===== config.mk =====
export PLATFORM = sky130hd
export DESIGN_NAME = fe_word_mem
export DESIGN_NICKNAME = d
export VERILOG_FILES = /design/src/rtl/fe_pkg.sv /design/src/rtl/fe_tag_ctrl.sv /design/src/rtl/fe_data_store.sv /design/src/rtl/fe_word_mem.sv
export SDC_FILE = /design/constraint.sdc
export NUM_CORES = 1
export LEC_CHECK = 0
export BUFFER_PORTS_ARGS = -buffer_cell sky130_fd_sc_hd__buf_4
export CELL_PAD_IN_SITES_DETAIL_PLACEMENT = 0
export CELL_PAD_IN_SITES_GLOBAL_PLACEMENT = 1
export CORE_UTILIZATION = 40
export DETAILED_ROUTE_END_ITERATION = 6
export MAX_ROUTING_LAYER = met4
export PLACE_DENSITY_LB_ADDON = 0.1
export SLEW_MARGIN = 40
export SYNTH_ARGS = -nofsm -noshare
export SYNTH_HDL_FRONTEND = slang
export SYNTH_SLANG_ARGS = --single-unit

===== constraint.sdc =====
create_clock -name clk -period 3.59 [get_ports clk]
set_input_delay 0.5385 -clock clk [delete_from_list [all_inputs] [get_ports clk]]
set_output_delay 0.5385 -clock clk [all_outputs]
set_load 0.1 [all_outputs]

===== src/rtl/fe_pkg.sv =====
package fe_pkg;

    // Access mode carried by the wr_sync / rd_sync pins
    typedef enum logic {
        MODE_RAW  = 1'b0,
        MODE_SYNC = 1'b1
    } fe_mode_e;

    // Per-cycle decision produced by the tag controller
    typedef struct packed {
        logic rd_ok;     // read accepted
        logic rd_clear;  // accepted read empties its word
        logic wr_ok;     // write accepted
    } fe_grant_t;

endpackage


===== src/rtl/fe_tag_ctrl.sv =====
module fe_tag_ctrl
    import fe_pkg::*;
#(
    parameter int DEPTH  = 16,
    parameter int ADDR_W = $clog2(DEPTH)
) (
    input  logic              clk,
    input  logic              rst_n,
    input  logic              wr_req,
    input  logic              wr_sync,
    input  logic [ADDR_W-1:0] wr_addr,
    input  logic              rd_req,
    input  logic              rd_sync,
    input  logic [ADDR_W-1:0] rd_addr,
    output fe_grant_t         grant,
    output logic [DEPTH-1:0]  tags
);

    typedef struct packed {
        logic [DEPTH-1:0] tag;
    } tag_state_t;

    tag_state_t state_q, state_d;
    fe_grant_t  grant_d;

    logic rd_tag;
    logic wr_tag_seen;
    logic same_word;

    always_comb begin
        state_d   = state_q;
        grant_d   = '0;
        same_word = (rd_addr == wr_addr);
        rd_tag    = state_q.tag[rd_addr];

        // Read is resolved first against the registered tag
        grant_d.rd_ok    = rd_req && ((fe_mode_e'(rd_sync) == MODE_RAW) || rd_tag);
        grant_d.rd_clear = grant_d.rd_ok && (fe_mode_e'(rd_sync) == MODE_SYNC);

        // Write sees the tag as left by the read in the same cycle
        wr_tag_seen   = (grant_d.rd_clear && same_word) ? 1'b0 : state_q.tag[wr_addr];
        grant_d.wr_ok = wr_req && ((fe_mode_e'(wr_sync) == MODE_RAW) || !wr_tag_seen);

        if (grant_d.rd_clear) begin
            state_d.tag[rd_addr] = 1'b0;
        end
        if (grant_d.wr_ok) begin
            state_d.tag[wr_addr] = 1'b1;
        end
    end

    always_ff @(posedge clk or negedge rst_n) begin
        if (!rst_n) begin
            state_q <= '0;
        end else begin
            state_q <= state_d;
        end
    end

    assign grant = grant_d;
    assign tags  = state_q.tag;

endmodule


===== src/rtl/fe_data_store.sv =====
module fe_data_store #(
    parameter int DEPTH  = 16,
    parameter int WIDTH  = 32,
    parameter int ADDR_W = $clog2(DEPTH)
) (
    input  logic              clk,
    input  logic              rst_n,
    input  logic              wr_en,
    input  logic [ADDR_W-1:0] wr_addr,
    input  logic [WIDTH-1:0]  wr_data,
    input  logic              rd_en,
    input  logic [ADDR_W-1:0] rd_addr,
    output logic              rd_valid,
    output logic [WIDTH-1:0]  rd_data
);

    typedef struct packed {
        logic [DEPTH-1:0][WIDTH-1:0] word;
        logic [WIDTH-1:0]            rd_data;
        logic                        rd_valid;
    } store_state_t;

    store_state_t state_q, state_d;
    logic [DEPTH-1:0] word_we;

    // One write strobe per word
    for (genvar g = 0; g < DEPTH; g++) begin : g_we
        assign word_we[g] = wr_en && (wr_addr == ADDR_W'(g));
    end

    always_comb begin
        state_d          = state_q;
        state_d.rd_valid = rd_en;
        // Read takes the pre-write contents of the word
        if (rd_en) begin
            state_d.rd_data = state_q.word[rd_addr];
        end
        for (int i = 0; i < DEPTH; i++) begin
            if (word_we[i]) begin
                state_d.word[i] = wr_data;
            end
        end
    end

    always_ff @(posedge clk or negedge rst_n) begin
        if (!rst_n) begin
            state_q <= '0;
        end else begin
            state_q <= state_d;
        end
    end

    assign rd_valid = state_q.rd_valid;
    assign rd_data  = state_q.rd_data;

endmodule


===== src/rtl/fe_word_mem.sv =====
module fe_word_mem
    import fe_pkg::*;
#(
    parameter int DEPTH  = 16,
    parameter int WIDTH  = 32,
    parameter int ADDR_W = $clog2(DEPTH)
) (
    input  logic              clk,
    input  logic              rst_n,
    input  logic              wr_req,
    input  logic              wr_sync,
    input  logic [ADDR_W-1:0] wr_addr,
    input  logic [WIDTH-1:0]  wr_data,
    output logic              wr_done,
    output logic              wr_retry,
    input  logic              rd_req,
    input  logic              rd_sync,
    input  logic [ADDR_W-1:0] rd_addr,
    output logic              rd_done,
    output logic              rd_retry,
    output logic              rd_valid,
    output logic [WIDTH-1:0]  rd_data
);

    fe_grant_t        grant;
    logic [DEPTH-1:0] tag_vec;

    fe_tag_ctrl #(
        .DEPTH  (DEPTH),
        .ADDR_W (ADDR_W)
    ) i_tag_ctrl (
        .clk     (clk),
        .rst_n   (rst_n),
        .wr_req  (wr_req),
        .wr_sync (wr_sync),
        .wr_addr (wr_addr),
        .rd_req  (rd_req),
        .rd_sync (rd_sync),
        .rd_addr (rd_addr),
        .grant   (grant),
        .tags    (tag_vec)
    );

    fe_data_store #(
        .DEPTH  (DEPTH),
        .WIDTH  (WIDTH),
        .ADDR_W (ADDR_W)
    ) i_data_store (
        .clk      (clk),
        .rst_n    (rst_n),
        .wr_en    (grant.wr_ok),
        .wr_addr  (wr_addr),
        .wr_data  (wr_data),
        .rd_en    (grant.rd_ok),
        .rd_addr  (rd_addr),
        .rd_valid (rd_valid),
        .rd_data  (rd_data)
    );

    assign wr_done  = grant.wr_ok;
    assign wr_retry = wr_req && !grant.wr_ok;
    assign rd_done  = grant.rd_ok;
    assign rd_retry = rd_req && !grant.rd_ok;

endmodule


==> results of run 1 <==
==> worst reg2reg max path, stage by stage, from the launching register on <==
cell,delay [ps]
dfrtp_1,370
mux2i_1,120
mux4_2,500
nor3_1,360
a21oi_4,120
buf_12,210
a211oi_4,250
buf_4,430
mux2_2,400
==> layout make-up <==
cell class / instances / share of cell area (%)
antenna: 2 / 0.0171
multi-input combinational: 823 / 36.7
timing repair buffer: 133 / 4.34
tap: 846 / 3.61
clock inverter: 13 / 0.525
sequential: 561 / 47.9
clock buffer: 100 / 6.87
inverter: 5 / 0.0682
==> sequential cells by signal, indices dropped and copies added (netlist names) <==
signal	count
i_data_store.state_q	512
i_data_store.rd_data	32
i_tag_ctrl.tags	16
i_data_store.rd_valid	1
==> what timing repair did <==
item,in CTS,in global routing
setup buffers,0,0
hold endpoints to repair,74,0
resized for setup,0,0
hold buffers,1,0
==> synth_stat cells, drive strengths merged <==
| master | instances | area, µm² |
|---|---|---|
| a21boi | 1 | 7.51 |
| or3b | 1 | 8.76 |
| a2111oi | 1 | 8.76 |
| o21ai | 9 | 45.0 |
| nand3 | 8 | 40.0 |
| nand3b | 1 | 7.51 |
| nor2 | 7 | 26.3 |
| o22ai | 1 | 6.26 |
| dfrtp | 561 | 14000 |
| a21o | 8 | 60.1 |
| mux4 | 163 | 3670 |
| xnor2 | 3 | 26.3 |
| o22a | 1 | 8.76 |
| nor3 | 4 | 20.0 |
| clkbuf | 56 | 210 |
| nor4 | 8 | 170 |
| or4 | 1 | 11.3 |
| clkinv | 1 | 3.75 |
| a211oi | 5 | 87.6 |
| buf | 108 | 686 |
| and3 | 1 | 6.26 |
| nand2 | 14 | 52.6 |
| nand2b | 10 | 62.6 |
| o2111ai | 2 | 17.5 |
| a21oi | 5 | 40.0 |
| a22oi | 2 | 15.0 |
| mux2 | 546 | 6150 |
| inv | 4 | 15.0 |
| mux2i | 9 | 90.1 |
| nand4 | 1 | 6.26 |
| nor2b | 7 | 43.8 |
| or3 | 4 | 30.0 |
==> stage by stage <==
step	cell area (µm²)	worst slack [ps]	cells	hold WS, ps	util [%]
2_1_floorplan	25700	156	1553	243	-
3_3_place_gp	27100	368	2365	463	42.9
3_5_place_dp	27100	327	2366	470	42.9
4_1_cts	29300	127	2480	260	46.4
5_1_grt	29300	78.3	2483	294	46.4
6_report	29300	172	2483	310	46.4
==> worst min path at each step <==
stage                         startpoint                        end  slack (ps)
3_5_place_dp   i_data_store.state_q[125]  i_data_store.state_q[125]         470
5_1_grt                      wr_data[25]   i_data_store.state_q[90]         290
2_1_floorplan                      rst_n    i_data_store.rd_data[0]         240
3_3_place_gp   i_data_store.state_q[533]  i_data_store.state_q[533]         460
6_report                     wr_data[26]  i_data_store.state_q[123]         310
4_1_cts                      wr_data[29]   i_data_store.state_q[94]         260
==> per-layer routing <==
| layer | up-vias | wire length (µm) |
|---|---|---|
| met5 | - | 0 |
| met4 | 0 | 1600 |
| met3 | 103 | 2400 |
| met2 | 198 | 30800 |
| met1 | 7496 | 28500 |
| li1 | 5859 | - |
==> kinds of logic after synthesis <==
kind of cell	synth area share (%)
AND/OR/NAND/NOR	1.89
flip-flops	54.7
XOR/XNOR	0.102
buffers and inverters	3.56
multiplexers	38.6
AO/OA/AOI/OAI	1.16
==> power by group through the flow <==
stage / Clock [W] / Combinational (W) / Sequential, W
2_1_floorplan: 0 / 0.00426 / 0.00862
3_3_place_gp: 0 / 0.00499 / 0.00886
3_5_place_dp: 0 / 0.00509 / 0.00892
4_1_cts: 0.00689 / 0.00509 / 0.00882
5_1_grt: 0.00714 / 0.00532 / 0.00904
6_report: 0.00667 / 0.00501 / 0.00881
==> results.toml, run 1 <==
[yosys]
syn_area_um2 = 25700
avgSynthCellArea_um2 = 16.5
ys_seq_area_share_pct = 54.7
syn_inst = 1553
ys_warn_count = 0
ys_ff_latch = 561
synth_cell_types = 41
synth.net_count = 1599

[critical_path]
cp-endpoint = "wr_done"
path_cells = "nor2b_1, a2111oi_0, or3_4, or4_4, a21boi_2, buf_4"
worst-path-buf-inv = 1
worstRegToRegCells = 8
ff2ff_setup_slack_ps = 710
crit_arrival_ps = 2880
critPathMaxFanout = 10
cpLargestDelayFamily = "simple AND/OR/NAND/NOR gates"
r2r_end = "i_data_store.state_q[496]"
r2r_start = "i_tag_ctrl.tags[11]"
critPathSlowestCell = "or4_4"
cp-end-kind = "output pin"
startpoint = "i_tag_ctrl.tags[4]"
crit_path_max_incr_delay_ps = 650
critPathLaunchType = "flip-flop"
critical_path_class = "flip-flop to output pin"
cp.depth = 6
critPathRequiredTime_ps = 3050

[grt]
grt_pass1_wl_mm = 99.4
groute.layer.met3.usage_pct = 3.47
grt_util_met1_pct = 28.0
antenna_found_initial = 2
grt_usage_pct = 20.9
busiest_layer = "met2"
grt_max_degree = 92
use_met2_pct = 32.6
grt_pass1_vias = 14997
overflow = 0

[sta]
clock_skew_ps = 14.8
hold_viol = 0
drv_slew = 0
clock.fmax_mhz = 293
period_share_pct = 95.2
tightestPinTransition_ps = 690
slew_headroom_pct = 54.0
min_period_ps = 3420
setup_tns_ps = 0
setup_viol = 0
rsz0062_at_grt = "no"

[worst_hold_path]
hold_depth = 2
hp-class = "input port to flip-flop"

[floorplan]
die-area_um2 = 65200
die_h_um = 255
core_um2 = 63200
ios = 83
rows = 92
die_w_um = 255
start_util_pct = 40.6

[layout]
seq_area_um2 = 14000
layout.cells.most_common = "dfrtp_1"
multiInputGateArea_um2 = 10800
final_cell_mix = "561 x dfrtp_1, 522 x mux2_2, 163 x mux4_2"
final_nets = 1636
drive_above_1_share_pct = 57.4
syn2layout_area_growth_pct = 14.3
fillers = 5506

[run]
max-cap-violations = 0

[route]
vias_per_cell = 5.50
ant_nets = 0
drt-total-wl_mm = 63.3
drc = 0
wire_per_inst_um = 25.5
num_vias = 13656
drt_iter0_drc = 662
firstDrtPassIters = 4

[placed_design]
dp_hpwl_mm = 37.4
io_buffers = 82
gp_congestion = 0.765

[pwr]
power.switching_fraction_pct = 29.6
leakage_nw = 12.3
cellPowerDensity_nw_per_um2 = 698
clockPowerShare_pct = 32.6
power_w = 0.0205
power_frac_comb_pct = 24.5
cell_internal_pwr_w = 0.0144
seqPwrFrac_pct = 43.0
peakVddDrop_uv = 441
p_switching_w = 0.00606

[clocking]
clock_sinks = 561
ctsHtreeMaxLevel = 3
path_clk_slew_ps = 60
numCtsBuffers = 66
cts_tree = "built"
clock_latency_ps = 600
clock-root-buffer = "clkbuf_16"
clockBufferDepth = 3

[outcome]
status = "completed"
Note: power is estimated with default switching activity, not from simulation.
==> inputs of run 2 (changes only) <==
Settings changed: CTS_BUF_LIST set to sky130_fd_sc_hd__clkbuf_2 sky130_fd_sc_hd__clkbuf_4 sky130_fd_sc_hd__clkbuf_8.
Clock period 3.59 ns to 3.5 ns, I/O delays scaled along.
==> run 2 against run 1 <==
Against the previous run:
- count of clock-buffer cells in the layout is 61 higher
- critical endpoint is now wr_retry
- sequential share of layout area hardly changed
- critical path depth stayed put
- clock skew is 8.8 ps higher
- total power is 0.46% lower
- cell area hardly changed
- register-to-register slack worse by 90 ps
==> results.toml, run 2 (synthesis results as in run 1) <==
[pwr]
power_frac_comb_pct = 25.3
power.switching_fraction_pct = 30.6
leakage_nw = 12.4
seqPwrFrac_pct = 44.3
cellPowerDensity_nw_per_um2 = 695
cell_internal_pwr_w = 0.0141
clockPowerShare_pct = 30.4
p_switching_w = 0.00625
peakVddDrop_uv = 490

[floorplan]
core_um2 = 63200
ios = 83
die_w_um = 255
start_util_pct = 40.6
die-area_um2 = 65200
rows = 92
die_h_um = 255

[critical_path]
critPathSlowestCell = "or4_4"
cpLargestDelayFamily = "simple AND/OR/NAND/NOR gates"
r2r_end = "i_data_store.state_q[84]"
ff2ff_setup_slack_ps = 620
r2r_start = "i_tag_ctrl.tags[9]"
worst-path-buf-inv = 1
path_cells = "nor2b_1, a211oi_1, or3_4, or4_4, and3_1, buf_4"
critPathMaxFanout = 10
cp-end-kind = "output pin"
critical_path_class = "flip-flop to output pin"
crit_path_max_incr_delay_ps = 590
crit_arrival_ps = 2870
critPathRequiredTime_ps = 2970
worstRegToRegCells = 8
critPathLaunchType = "flip-flop"

[layout]
syn2layout_area_growth_pct = 14.3
utilization_pct = 46.4
regMostFlops = "i_data_store.state_q"
stdcell_count = 2553
final_nets = 1681
fillers = 5506
fin_area_um2 = 29400
final_cell_mix = "561 x dfrtp_1, 522 x mux2_2, 163 x mux4_2"
largest_reg_flops = 512
layout.cells.most_common = "dfrtp_1"
drive_above_1_share_pct = 60.1

[placed_design]
dpl-instance-area_um2 = 27200
placed_cells = 2374
gp_congestion = 0.793
io_buffers = 82
dp_hpwl_mm = 37.2

[grt]
grt_max_degree = 90
grt_usage_pct = 20.8
antenna_found_initial = 2
overflow = 0
grt_pass1_wl_mm = 99.2
grt_pass1_vias = 15230

[clocking]
clock_latency_ps = 690
ctsHtreeMaxLevel = 3
clockBufferDepth = 3
cts_setup_buffers = 0
clock_sinks = 561
cts_tree = "built"
clock-root-buffer = "clkbuf_8"
path_clk_slew_ps = 60
numCtsBuffers = 102

[sta]
clock_skew_ps = 23.6
period_share_pct = 96.9
setup_tns_ps = 0
setup_viol = 0
tightestPinTransition_ps = 802
clock.fmax_mhz = 295
rsz0062_at_grt = "no"
min_period_ps = 3390
hold_viol = 0
drv_slew = 0
slew_headroom_pct = 46.6

[route]
ant_nets = 0
wire_per_inst_um = 24.9
num_vias = 13934
vias_per_cell = 5.46
drc = 0
firstDrtPassIters = 4
drt-total-wl_mm = 63.6
drt_iter0_drc = 698

[worst_hold_path]
hold_path_end = "i_data_store.state_q[533]"
hold_depth = 2
worstHoldStart = "wr_data[20]"
hp-class = "input port to flip-flop"

[run]
max-cap-violations = 0

[outcome]
status = "completed"
==> run 2: through the flow <==
step           total power (W)  hold WS (ps)  setup slack (ps)
6_report                0.0204           203               107
5_1_grt                 0.0215           159              19.4
4_1_cts                 0.0207           124              2.31
2_1_floorplan           0.0132           229              93.0
3_3_place_gp            0.0142           463               336
3_5_place_dp            0.0144           471               328
==> run 2: what timing repair did <==
item,CTS,global route
setup endpoints to repair,2,2
hold buffers,1,0
gates resized for setup,3,0
pin swaps,0,1
hold endpoints to repair,74,0
==> run 2: metal layers <==
metal  track usage [%]  vias to the layer above  share of wire [%]
met2              32.5                      215                 49
met5                 -                        -                  0
met3              3.50                      110                3.1
met4              6.26                        0                2.5
met1              27.9                     7669                 45
li1                  -                     5940                  -
==> run 2: area by class of cell <==
class	count	area, µm²	share of cell area, %
Sequential cell	561	14000	47.8
Multi-Input combinational cell	823	10800	36.7
Clock buffer	161	1950	6.63
Timing Repair Buffer	142	1410	4.79
Tap cell	846	1060	3.61
Clock inverter	13	92.6	0.315
Inverter	5	20.0	0.0682
Antenna cell	2	5.00	0.0171
==> run 2: worst max-delay path by stage <==
stage	start	endpoint	slack, ps	depth (start not counted)
finish	i_tag_ctrl.tags[12]	wr_retry	110	6
CTS	i_tag_ctrl.tags[12]	wr_retry	2	6
detailed placement	rd_addr[1]	i_data_store.state_q[538]	330	8
floorplan	rd_addr[0]	wr_done	90	7
global placement	rd_addr[1]	i_data_store.state_q[33]	340	9
global route	i_tag_ctrl.tags[4]	wr_retry	20	6
==> run 2: power by group through the flow <==
stage	logic, W	clock network, W	registers [W]
after global placement	0.00513	0	0.00908
after global routing	0.00548	0.00672	0.00927
after detailed placement	0.00522	0	0.00914
after floorplan	0.00437	0	0.00884
final	0.00517	0.00620	0.00903
after CTS	0.00524	0.00644	0.00904
